$ cat src/rtl/dbg_trig_unit.sv
module dbg_trig_unit #(
  parameter int W    = 32,
  parameter int SELW = 3
) (
  input  logic            clk,
  input  logic            rst_n,
  input  logic            bus_valid,
  input  logic [W-1:0]    bus_addr,
  input  logic [W-1:0]    bus_data,
  input  logic [W-1:0]    cpu_pc,
  input  logic            ser_wr,
  input  logic [SELW-1:0] ser_sel,
  input  logic [W-1:0]    ser_wdata,
  input  logic            sw_wr,
  input  logic [SELW-1:0] sw_sel,
  input  logic [W-1:0]    sw_wdata,
  input  logic [SELW-1:0] rd_sel,
  output logic [W-1:0]    rd_data,
  output logic            halt_req,
  output logic            dbg_irq_req
);
  localparam int CW = 10;

  logic [W-1:0]  lo_q, hi_q, dat_q, dmsk_q, pc_q, pcm_q;
  logic [CW-1:0] ctrl_q;
  logic          armed_q, spent_q;

  logic            wr_en;
  logic [SELW-1:0] wr_sel;
  logic [W-1:0]    wr_val;
  assign wr_en  = ser_wr | sw_wr;
  assign wr_sel = ser_wr ? ser_sel : sw_sel;
  assign wr_val = ser_wr ? ser_wdata : sw_wdata;

  logic ctrl_we;
  assign ctrl_we = wr_en && (wr_sel == SELW'(6));

  always_ff @(posedge clk or negedge rst_n) begin
    if (!rst_n) begin
      lo_q <= '0; hi_q <= '0; dat_q <= '0; dmsk_q <= '0;
      pc_q <= '0; pcm_q <= '0; ctrl_q <= '0;
    end else if (wr_en) begin
      case (wr_sel)
        SELW'(0): lo_q   <= wr_val;
        SELW'(1): hi_q   <= wr_val;
        SELW'(2): dat_q  <= wr_val;
        SELW'(3): dmsk_q <= wr_val;
        SELW'(4): pc_q   <= wr_val;
        SELW'(5): pcm_q  <= wr_val;
        SELW'(6): ctrl_q <= wr_val[CW-1:0];
        default: ;
      endcase
    end
  end

  always_comb begin
    case (rd_sel)
      SELW'(0): rd_data = lo_q;
      SELW'(1): rd_data = hi_q;
      SELW'(2): rd_data = dat_q;
      SELW'(3): rd_data = dmsk_q;
      SELW'(4): rd_data = pc_q;
      SELW'(5): rd_data = pcm_q;
      SELW'(6): rd_data = W'(ctrl_q);
      default:  rd_data = '0;
    endcase
  end

  logic addr_hit, data_hit, pc_hit;
  logic [2:0] hits;
  assign addr_hit = bus_valid && (bus_addr >= lo_q) && (bus_addr <= hi_q);
  assign data_hit = bus_valid && (((bus_data ^ dat_q) & ~dmsk_q) == '0);
  assign pc_hit   = (((cpu_pc ^ pc_q) & ~pcm_q) == '0);
  assign hits     = {pc_hit, data_hit, addr_hit};

  function automatic logic level_hit(input logic [2:0] en, input logic use_or,
                                     input logic [2:0] h);
    if (en == 3'b000) return 1'b0;
    return use_or ? |(h & en) : ((h & en) == en);
  endfunction

  logic l1, l2, dual, fire, arm_set;
  assign l1      = level_hit(ctrl_q[2:0], ctrl_q[3], hits);
  assign l2      = level_hit(ctrl_q[6:4], ctrl_q[7], hits);
  assign dual    = ctrl_q[8];
  assign fire    = !ctrl_we && !spent_q && (dual ? (armed_q && l2) : l1);
  assign arm_set = !ctrl_we && !spent_q && dual && !armed_q && l1;

  always_ff @(posedge clk or negedge rst_n) begin
    if (!rst_n) begin
      armed_q <= 1'b0;
      spent_q <= 1'b0;
      halt_req <= 1'b0;
      dbg_irq_req <= 1'b0;
    end else begin
      halt_req    <= fire & ~ctrl_q[9];
      dbg_irq_req <= fire &  ctrl_q[9];
      if (ctrl_we) begin
        armed_q <= 1'b0;
        spent_q <= 1'b0;
      end else if (fire) begin
        armed_q <= 1'b0;
        spent_q <= 1'b1;
      end else if (arm_set) begin
        armed_q <= 1'b1;
      end
    end
  end
endmodule

$ cat config.mk
export PLATFORM = sky130hd
export DESIGN_NAME = dbg_trig_unit
export DESIGN_NICKNAME = d
export VERILOG_FILES = /design/src/rtl/dbg_trig_unit.sv
export SDC_FILE = /design/constraint.sdc
export NUM_CORES = 1
export LEC_CHECK = 0
export BUFFER_PORTS_ARGS = -buffer_cell sky130_fd_sc_hd__clkbuf_2
export CORE_MARGIN = 2
export CORE_UTILIZATION = 45
export CTS_CLUSTER_SIZE = 30
export DETAILED_ROUTE_END_ITERATION = 6
export HOLD_SLACK_MARGIN = 0.03
export PLACE_DENSITY_LB_ADDON = 0.05
export SYNTH_ARGS = -nofsm -noshare
export SYNTH_HDL_FRONTEND = slang
export SYNTH_SLANG_ARGS = --single-unit
$ cat constraint.sdc
create_clock -name clk -period 2.2 [get_ports clk]
set_input_delay 0.22 -clock clk [delete_from_list [all_inputs] [get_ports clk]]
set_output_delay 0.22 -clock clk [all_outputs]
set_load 0.05 [all_outputs]
==> results of run 1 <==
## placed cells by master (no fill, tap or decap), types with 5 or more instances in the layout
| master | instances |
|---|---|
| buf_4 | 197 |
| inv_2 | 5 |
| clkbuf_2 | 174 |
| buf_12 | 39 |
| inv_1 | 68 |
| mux2i_1 | 37 |
| nand2_1 | 187 |
| nor4_1 | 7 |
| nor2b_1 | 6 |
| dfrtp_1 | 206 |
| a21oi_1 | 72 |
| a22oi_1 | 83 |
| nand4_1 | 12 |
| nor2_1 | 61 |
| nand3_1 | 32 |
| clkinv_2 | 5 |
| ha_4 | 6 |
| nor3_1 | 6 |
| nand2b_1 | 5 |
| clkbuf_8 | 8 |
| o21ai_0 | 180 |
| clkbuf_16 | 23 |
| xnor2_1 | 64 |
| ha_1 | 58 |
| o22ai_1 | 30 |
## final timing paths
| check | start | endpoint | slack [ns] | cells past startpoint |
|---|---|---|---|---|
| max in group asynchronous | rst_n | dmsk_q[17]$_DFFE_PN0P_ | 1.22 | 3 |
| min in group asynchronous | rst_n | hi_q[27]$_DFFE_PN0P_ | 0.27 | 2 |
| worst max register to register | hi_q[19]$_DFFE_PN0P_ | spent_q$_DFFE_PN0P_ | -0.57 | 11 |
| worst min-delay path | sw_wdata[24] | pcm_q[24]$_DFFE_PN0P_ | 0.12 | 3 |
| worst max-delay path | hi_q[19]$_DFFE_PN0P_ | spent_q$_DFFE_PN0P_ | -0.57 | 11 |
| worst min register to register | lo_q[2]$_DFFE_PN0P_ | lo_q[2]$_DFFE_PN0P_ | 0.49 | 2 |
## power by group
group | internal (mW) | total (mW) | leakage [nW] | switching, mW
combinational | 2.74 | 5.66 | 4.63 | 2.92
sequential | 4.73 | 5.57 | 2.52 | 0.839
clock | 2.50 | 4.10 | 0.399 | 1.61
## final cells by class
class,instances,area (sq um)
Fill cell,2203,9280
Multi-Input combinational cell,922,5910
Sequential cell,206,5150
Timing Repair Buffer,417,3200
Clock buffer,33,683
Tap cell,330,413
Inverter,73,274
Clock inverter,8,115
## metrics by stage
stage	setup WS, ns	cells	power (mW)	instance area (sq um)
global placement	-0.750	1943	11.0	14800
detailed placement	-0.767	1943	11.2	14800
global route	-0.658	1989	16.2	15800
floorplan	-0.120	1267	8.15	11400
CTS	-0.436	1988	15.3	15700
finish	-0.572	1989	15.3	15800
## routing by layer
| layer | vias to the layer above | track usage, % | wire length (microns) |
|---|---|---|---|
| met5 | - | 0 | 0 |
| met3 | 90 | 4.44 | 2680 |
| li1 | 5261 | - | - |
| met2 | 419 | 49.6 | 18800 |
| met1 | 5253 | 43.4 | 18000 |
| met4 | 0 | 12.7 | 1660 |
## registers in the layout, indices dropped and copies added (netlist names)
name         cells
dat_q           32
dmsk_q          32
hi_q            32
lo_q            32
pc_q            32
pcm_q           32
ctrl_q          10
armed_q          1
dbg_irq_req      1
halt_req         1
spent_q          1
## repair_timing
| item | 4_1_cts | 5_1_grt |
|---|---|---|
| hold endpoints to repair | 59 | 0 |
| hold buffers | 1 | 0 |
| resized for setup | 11 | 12 |
| setup endpoints to repair | 6 | 13 |
| setup buffers | 4 | 3 |
| pin swaps | 7 | 5 |
## kinds of logic (layout without fill, tap and decap cells)
family	count (synthesis)	count (layout)	share of synthesized area, %
AOI/OAI and AO/OA	416	416	22.0
xor gates and xnor gates	64	64	4.92
adders and majority gates	64	64	7.03
buffers and inverters	139	531	4.58
DFF	206	206	45.3
muxes	40	40	3.54
and+or+nand+nor	338	338	12.7
## tightest hold or removal path, delay by kind of cell
kind / cells / cell delay [ns]
AOI/OAI and AO/OA: 1 / 0.17
muxes: 1 / 0.13
buffers and inverters: 1 / 0.07
==> impl_metrics.yaml, run 1 <==
outcome:
  status: "complete, but fails checks"
  violations: "negative setup slack"
job:
  cap_violations: 0
logic_synthesis:
  synthDominantCellAreaShare_pct: 45.3
  yosysUniqueCellTypes: 56
  synth_ff_type: "dfrtp_1"
  async_flop_share_pct: 100
  yosysSeqAreaShare_pct: 45.3
  postSynthCellCount: 1267
  synthTopCellsByCount: "dfrtp_1, nand2_1, o21ai_0"
  synth-seq-cells: 206
  yosysWarnings: 0
  synth_edf_count: 0
  synth_area_sq_um: 11400
  synth.area.top_cells: "dfrtp_1, o21ai_0, ha_1"
  synth.most_common_cell: "dfrtp_1"
  avgSynthCellArea_sq_um: 8.99
  synth_nets: 1505
  yosysTopAreaCell: "dfrtp_1"
grt:
  track_usage_pct: 31.3
  antenna_found_initial: 0
  grt_max_degree: 66
  grt_pass1_wl_microns: 62600
  grt_pass1_vias: 10700
  gr-total-overflow: 0
clocking:
  cts_inserted_buffers: 23
  h-tree-depth: 1
  clockRootBuffer: "clkbuf_16"
  clkLatencyLatePin_ns: 0.51
  clk_pin_slew_worst_paths_ns: 0.07
  cts_sinks: 206
  cts_tree: "yes"
  clockBufferDepth: 3
placement:
  gp_congestion: 0.890
  hpwl_microns: 30600
  io_buffers: 207
setup_path:
  crit_family: "compound AO/OA/AOI/OAI gates"
  crit_path_max_fanout: 4
  required_ns: 2.59
  crit_path_top_delay_cell: "dfrtp_1"
  path_cells: "inv_2, ha_4, nand4_1, nor4_2, buf_4, a21boi_4, o31a_1, a211oi_2, o211a_1, o2111ai_4, nand3_1"
  critical-path-max-stage-delay_ns: 0.39
  end_kind: "register"
  crit_path_start_kind: "register"
  criticalPathCategory: "register to register"
  path_buf_inv: 2
  crit_arrival_ns: 3.16
routing:
  drc: 0
  drtIter0Drc: 975
  viasPerCell: 5.54
  num_vias: 11000
  drtAntennaViolNets: 0
  wl_per_cell_microns: 20.7
  routed_wl_microns: 41100
  drt_pass1_iterations: 6
finish:
  fin_util_pct: 62.9
  nNetsFinal: 1881
  syn2layout_area_growth_pct: 38.3
  antennaDiodeCount: 0
  drive_gt1_share_pct: 29.8
power:
  leakagePower_nw: 7.55
  ir_drop_mv: 0.593
  power.density_nw_per_um2: 973
timing:
  rsz0062_at_grt: "yes"
  whs_ns: 0.122
  tns_ns: -2.38
  min_period_over_period_pct: 126
  fin_worst_skew_ns: 0.00937
  hold_viol: 0
  period_minus_slack_ns: 2.77
  fmax_mhz: 361
  relSlewSlack_pct: 51.9
  fin_ws_ns: -0.572
  setup_viol: 5
  finalMaxSlewViolations: 0
  tightest_slew_ns: 0.720
floorplan:
  die-width_microns: 163
  coreArea_sq_um: 25000
  die_h_microns: 163
  die_area_sq_um: 26600
  row_count: 58
  ios: 208
  start_util_pct: 45.5
min_path:
  hold_path_class: "primary input to register"
(Power assumes the default switching activity.)
==> run 2: changes to the inputs <==
--- a/config.mk
+++ b/config.mk
@@ -6,6 +6,7 @@
 export NUM_CORES = 1
 export LEC_CHECK = 0
 export BUFFER_PORTS_ARGS = -buffer_cell sky130_fd_sc_hd__clkbuf_2
+export CORE_ASPECT_RATIO = 2
 export CORE_MARGIN = 2
 export CORE_UTILIZATION = 45
 export CTS_CLUSTER_SIZE = 30
==> run 2 against run 1 <==
Net effect:
- the flow still finishes with violations (negative setup slack)
- highest routed layer unchanged
- register-to-register slack improved by 0.09 ns
- worst setup slack improved by 0.093 ns
- largest cell class unchanged
- total power decreased by 1.8%
==> impl_metrics.yaml, run 2 (synthesized netlist as in run 1, its figures left out) <==
outcome:
  status: "complete, but fails checks"
  violations: "negative setup slack"
setup_path:
  criticalPathCategory: "register to register"
  rr_endpoint: "spent_q$_DFFE_PN0P_"
  required_ns: 2.59
  crit_path_max_fanout: 4
  r2r_start: "hi_q[26]$_DFFE_PN0P_"
  crit_arrival_ns: 3.07
  r2r_slack_ns: -0.48
  rr_worst_depth: 13
  crit_path_start_kind: "register"
  end_kind: "register"
grt:
  track_usage_pct: 33.2
  antenna_found_initial: 0
  grt_max_degree: 65
  grt_pass1_vias: 11300
  gr-total-overflow: 0
  grt_pass1_wl_microns: 65400
min_path:
  hold_path_class: "primary input to register"
  hp-start: "sw_wdata[29]"
  hold_path_depth: 3
  whs_endpoint: "pc_q[29]$_DFFE_PN0P_"
floorplan:
  die_area_sq_um: 26700
  die_h_microns: 229
  row_count: 82
  die-width_microns: 116
  coreArea_sq_um: 24900
  ios: 208
  start_util_pct: 45.7
clocking:
  clk_pin_slew_worst_paths_ns: 0.07
  cts_inserted_buffers: 20
  clkLatencyLatePin_ns: 0.51
  cts_tree: "yes"
  clockRootBuffer: "clkbuf_16"
  h-tree-depth: 1
  cts_sinks: 206
  clockBufferDepth: 3
timing:
  fin_worst_skew_ns: 0.00745
  finalMaxSlewViolations: 0
  relSlewSlack_pct: 50.6
  hold_viol: 0
  fmax_mhz: 373
  fin_ws_ns: -0.479
  setup_viol: 6
  whs_ns: 0.112
  min_period_over_period_pct: 122
  tightest_slew_ns: 0.741
  tns_ns: -1.92
  rsz0062_at_grt: "yes"
  period_minus_slack_ns: 2.68
finish:
  antennaDiodeCount: 0
  layout_commonest_cell: "buf_4"
  fillers: 2251
  final_area_sq_um: 15900
  drive_gt1_share_pct: 31.7
  nNetsFinal: 1895
  layout.cells.non_filler: 2005
  final_cell_mix: "buf_4, dfrtp_1, nand2_1, o21ai_0, clkbuf_2"
  syn2layout_area_growth_pct: 39.9
power:
  ir_drop_mv: 0.691
  power.density_nw_per_um2: 945
  leakagePower_nw: 7.57
routing:
  drtIter0Drc: 734
  wl_per_cell_microns: 21.6
  viasPerCell: 5.52
  drtAntennaViolNets: 0
  drc: 0
  drt_pass1_iterations: 5
  routed_wl_microns: 43400
  num_vias: 11100
job:
  cap_violations: 0
placement:
  dp_cells: 1958
  gp_congestion: 0.923
  hpwl_microns: 32400
  io_buffers: 207
  place_area_sq_um: 14900
## run 2: layout make-up
cell class	instances	area, sq um	share of cell area [%]
well taps	336	420	2.64
clock inverters	5	27.5	0.173
inverters	73	274	1.72
flip-flops and latches	206	5150	32.4
repair buffers	434	3350	21.0
clock buffers	29	626	3.93
multi-input cells	922	6080	38.2
## run 2: worst max path at each step
stage	start	endpoint	slack (ns)
6_report	hi_q[26]$_DFFE_PN0P_	spent_q$_DFFE_PN0P_	-0.48
3_5_place_dp	hi_q[13]$_DFFE_PN0P_	dbg_irq_req$_DFF_PN0_	-0.72
5_1_grt	hi_q[27]$_DFFE_PN0P_	spent_q$_DFFE_PN0P_	-0.64
4_1_cts	lo_q[31]$_DFFE_PN0P_	halt_req$_DFF_PN0_	-0.45
3_3_place_gp	hi_q[13]$_DFFE_PN0P_	dbg_irq_req$_DFF_PN0_	-0.69
2_1_floorplan	hi_q[13]$_DFFE_PN0P_	dbg_irq_req$_DFF_PN0_	-0.12
## run 2: power breakdown
group	switching, mW	internal (mW)
Clock	1.53	1.97
Sequential	0.810	4.73
Combinational	3.11	2.90
Total	5.45	9.60
## run 2: layer usage
metal | up-vias | wire length (microns) | global-route usage, %
li1 | 5274 | - | -
met4 | 0 | 2870 | 19.0
met5 | - | 0 | 0
met2 | 444 | 22400 | 57.7
met3 | 115 | 2240 | 3.23
met1 | 5225 | 15900 | 39.1
## run 2: metrics by stage
stage | power [mW] | util [%] | worst slack (ns)
floorplan | 8.15 | - | -0.120
finish | 15.1 | 63.9 | -0.479
detailed placement | 11.3 | 59.7 | -0.723
global route | 15.9 | 63.9 | -0.638
CTS | 15.0 | 63.5 | -0.454
global placement | 11.2 | 59.7 | -0.693
## run 2: worst max-delay path, cell delays in order, from the launching register on
cell	delay [ns]
dfrtp_1	0.35
inv_1	0.05
ha_1	0.29
nand4_1	0.14
buf_6	0.16
nor4_2	0.25
buf_4	0.15
a21boi_4	0.21
o31a_1	0.18
a211oi_2	0.04
buf_4	0.17
o211a_1	0.24
o2111ai_4	0.23
nand3_1	0.11
## run 2: timing repair
action	CTS	global route
gates resized for setup	41	16
hold buffers	1	0
cloned	0	0
pin swaps	19	7
endpoints found under the hold margin	58	0
setup buffers	11	3
setup endpoints to repair	7	10
==> run 3: changes to the inputs <==
==> constraint.sdc (replaced) <==
create_clock -name clk -period 2.45 [get_ports clk]
set_input_delay 0.245 -clock clk [delete_from_list [all_inputs] [get_ports clk]]
set_output_delay 0.245 -clock clk [all_outputs]
set_load 0.05 [all_outputs]
==> run 3 against run 2 <==
Net effect:
- the run still ends with negative setup slack left
- sequential share of layout area is 1.3 points higher
- non-clock buffer count is 76 lower
- clock power is 7.1% lower
- first-iteration DRC count stayed put
- critical endpoint is now armed_q$_DFFE_PN0P_
- count of clock-buffer cells in the layout is 1 higher
- clock skew is 0.0035 ns higher
- critical path type unchanged
==> impl_metrics.yaml, run 3 (synthesized netlist as in run 1, its figures left out) <==
grt:
  track_usage_pct: 32.9
  grt_pass1_wl_microns: 64800
  grt_max_degree: 65
  gr-total-overflow: 0
  grt_pass1_vias: 11000
  antenna_found_initial: 0
finish:
  syn2layout_area_growth_pct: 34.4
  layout_commonest_cell: "dfrtp_1"
  layout.cells.non_filler: 1931
  final_cell_mix: "dfrtp_1, nand2_1, o21ai_0, clkbuf_2, buf_4"
  drive_gt1_share_pct: 27.7
  final_area_sq_um: 15300
  fin_util_pct: 61.4
  antennaDiodeCount: 0
  nNetsFinal: 1819
setup_path:
  criticalPathCategory: "register to register"
  path_buf_inv: 3
  crit_path_start_kind: "register"
  cp_common_cell: "buf_4"
  end_kind: "register"
  critical-path-max-stage-delay_ns: 0.37
  crit_arrival_ns: 3.19
  crit_family: "compound AO/OA/AOI/OAI gates"
  crit_path_top_delay_cell: "o21ai_1"
  required_ns: 2.90
  path_cells: "inv_2, ha_4, buf_4, nand2_1, o21ai_1, nand2b_1, a41oi_4, a211oi_4, buf_4, o211a_4, o2111ai_4, o211a_1"
  critical_path_depth: 12
  rr_worst_depth: 12
  crit_path_max_fanout: 4
clocking:
  cts_tree: "yes"
  cts_sinks: 206
  clockRootBuffer: "clkbuf_16"
  h-tree-depth: 1
  clk_pin_slew_worst_paths_ns: 0.07
  cts_inserted_buffers: 20
  clockBufferDepth: 3
  clkLatencyLatePin_ns: 0.52
placement:
  place_area_sq_um: 14200
  gp_congestion: 0.969
  io_buffers: 207
  dp_slack_ns: -0.633
  hpwl_microns: 32200
  dp_cells: 1878
routing:
  drtAntennaViolNets: 0
  wl_per_cell_microns: 22.2
  routed_wl_microns: 42800
  viasPerCell: 5.59
  num_vias: 10800
  drc: 0
  drtIter0Drc: 734
  drt_pass1_iterations: 6
timing:
  setup_viol: 4
  tns_ns: -1.09
  finalMaxSlewViolations: 0
  whs_ns: 0.149
  fin_worst_skew_ns: 0.0109
  rsz0062_at_grt: "yes"
  relSlewSlack_pct: 39.4
  min_period_over_period_pct: 112
  tightest_slew_ns: 0.884
  fmax_mhz: 365
  fin_ws_ns: -0.288
  hold_viol: 0
  period_minus_slack_ns: 2.74
min_path:
  hold_path_depth: 3
  hold_path_class: "primary input to register"
power:
  ir_drop_mv: 0.654
  leakagePower_nw: 7.21
  power.density_nw_per_um2: 860
  total_power_mw: 13.2
outcome:
  violations: "negative setup slack"
  status: "complete, but fails checks"
job:
  cap_violations: 0
floorplan:
  start_util_pct: 45.7
  row_count: 82
  ios: 208
  coreArea_sq_um: 24900
  die_area_sq_um: 26700
  die-width_microns: 116
  die_h_microns: 229
[run 3: cell types whose count changed in the layout (fill, tap and decap cells not counted), sizes merged]
cell,before,now
buf,258,180
bufinv,0,2
clkbuf,204,207
clkinvlp,1,0
[run 3: cell type report]
type | count | area, sq um
sequential | 206 | 5150
clock inverter | 6 | 80.1
inverter | 73 | 274
tap | 336 | 420
timing repair buffer | 358 | 2760
fill | 2300 | 9630
clock buffer | 30 | 589
multi-input combinational | 922 | 6020
[run 3: report_power, final]
| group | total, mW | switching [mW] | internal (mW) |
|---|---|---|---|
| logic | 4.86 | 2.61 | 2.26 |
| clock network | 3.25 | 1.37 | 1.88 |
| registers | 5.05 | 0.802 | 4.25 |
[run 3: path summary, 6_finish.rpt]
check	start	to	slack, ns
worst min-delay path	sw_wdata[23]	pc_q[23]$_DFFE_PN0P_	0.15
min in group asynchronous	rst_n	hi_q[8]$_DFFE_PN0P_	0.23
worst max register to register	hi_q[27]$_DFFE_PN0P_	armed_q$_DFFE_PN0P_	-0.29
max in group asynchronous	rst_n	pcm_q[23]$_DFFE_PN0P_	1.40
worst max-delay path	hi_q[27]$_DFFE_PN0P_	armed_q$_DFFE_PN0P_	-0.29
worst min register to register	lo_q[8]$_DFFE_PN0P_	lo_q[8]$_DFFE_PN0P_	0.48
[run 3: repair_timing]
| action | CTS | global route |
|---|---|---|
| endpoints found under the setup margin | 4 | 5 |
| buffers inserted | 15 | 2 |
| pin swaps | 19 | 7 |
| resized for setup | 39 | 9 |
| hold buffers | 1 | 0 |
| endpoints found under the hold margin | 38 | 0 |
[run 3: metal layers]
layer,vias up,share of wire [%],global-route usage (%)
met1,5195,37,38.3
met5,-,0,0
met3,102,4.4,2.91
met4,0,6.1,17.5
li1,5125,-,-
met2,371,53,58.2
[run 3: worst register-to-register path, stage by stage, from the launching register on]
cell and delay [ns]:
dfrtp_1 0.36, inv_2 0.06, ha_4 0.26, buf_4 0.10
nand2_1 0.04, o21ai_1 0.37, nand2b_1 0.26, a41oi_4 0.33
a211oi_4 0.09, buf_4 0.16, o211a_4 0.23, o2111ai_4 0.24
o211a_1 0.18
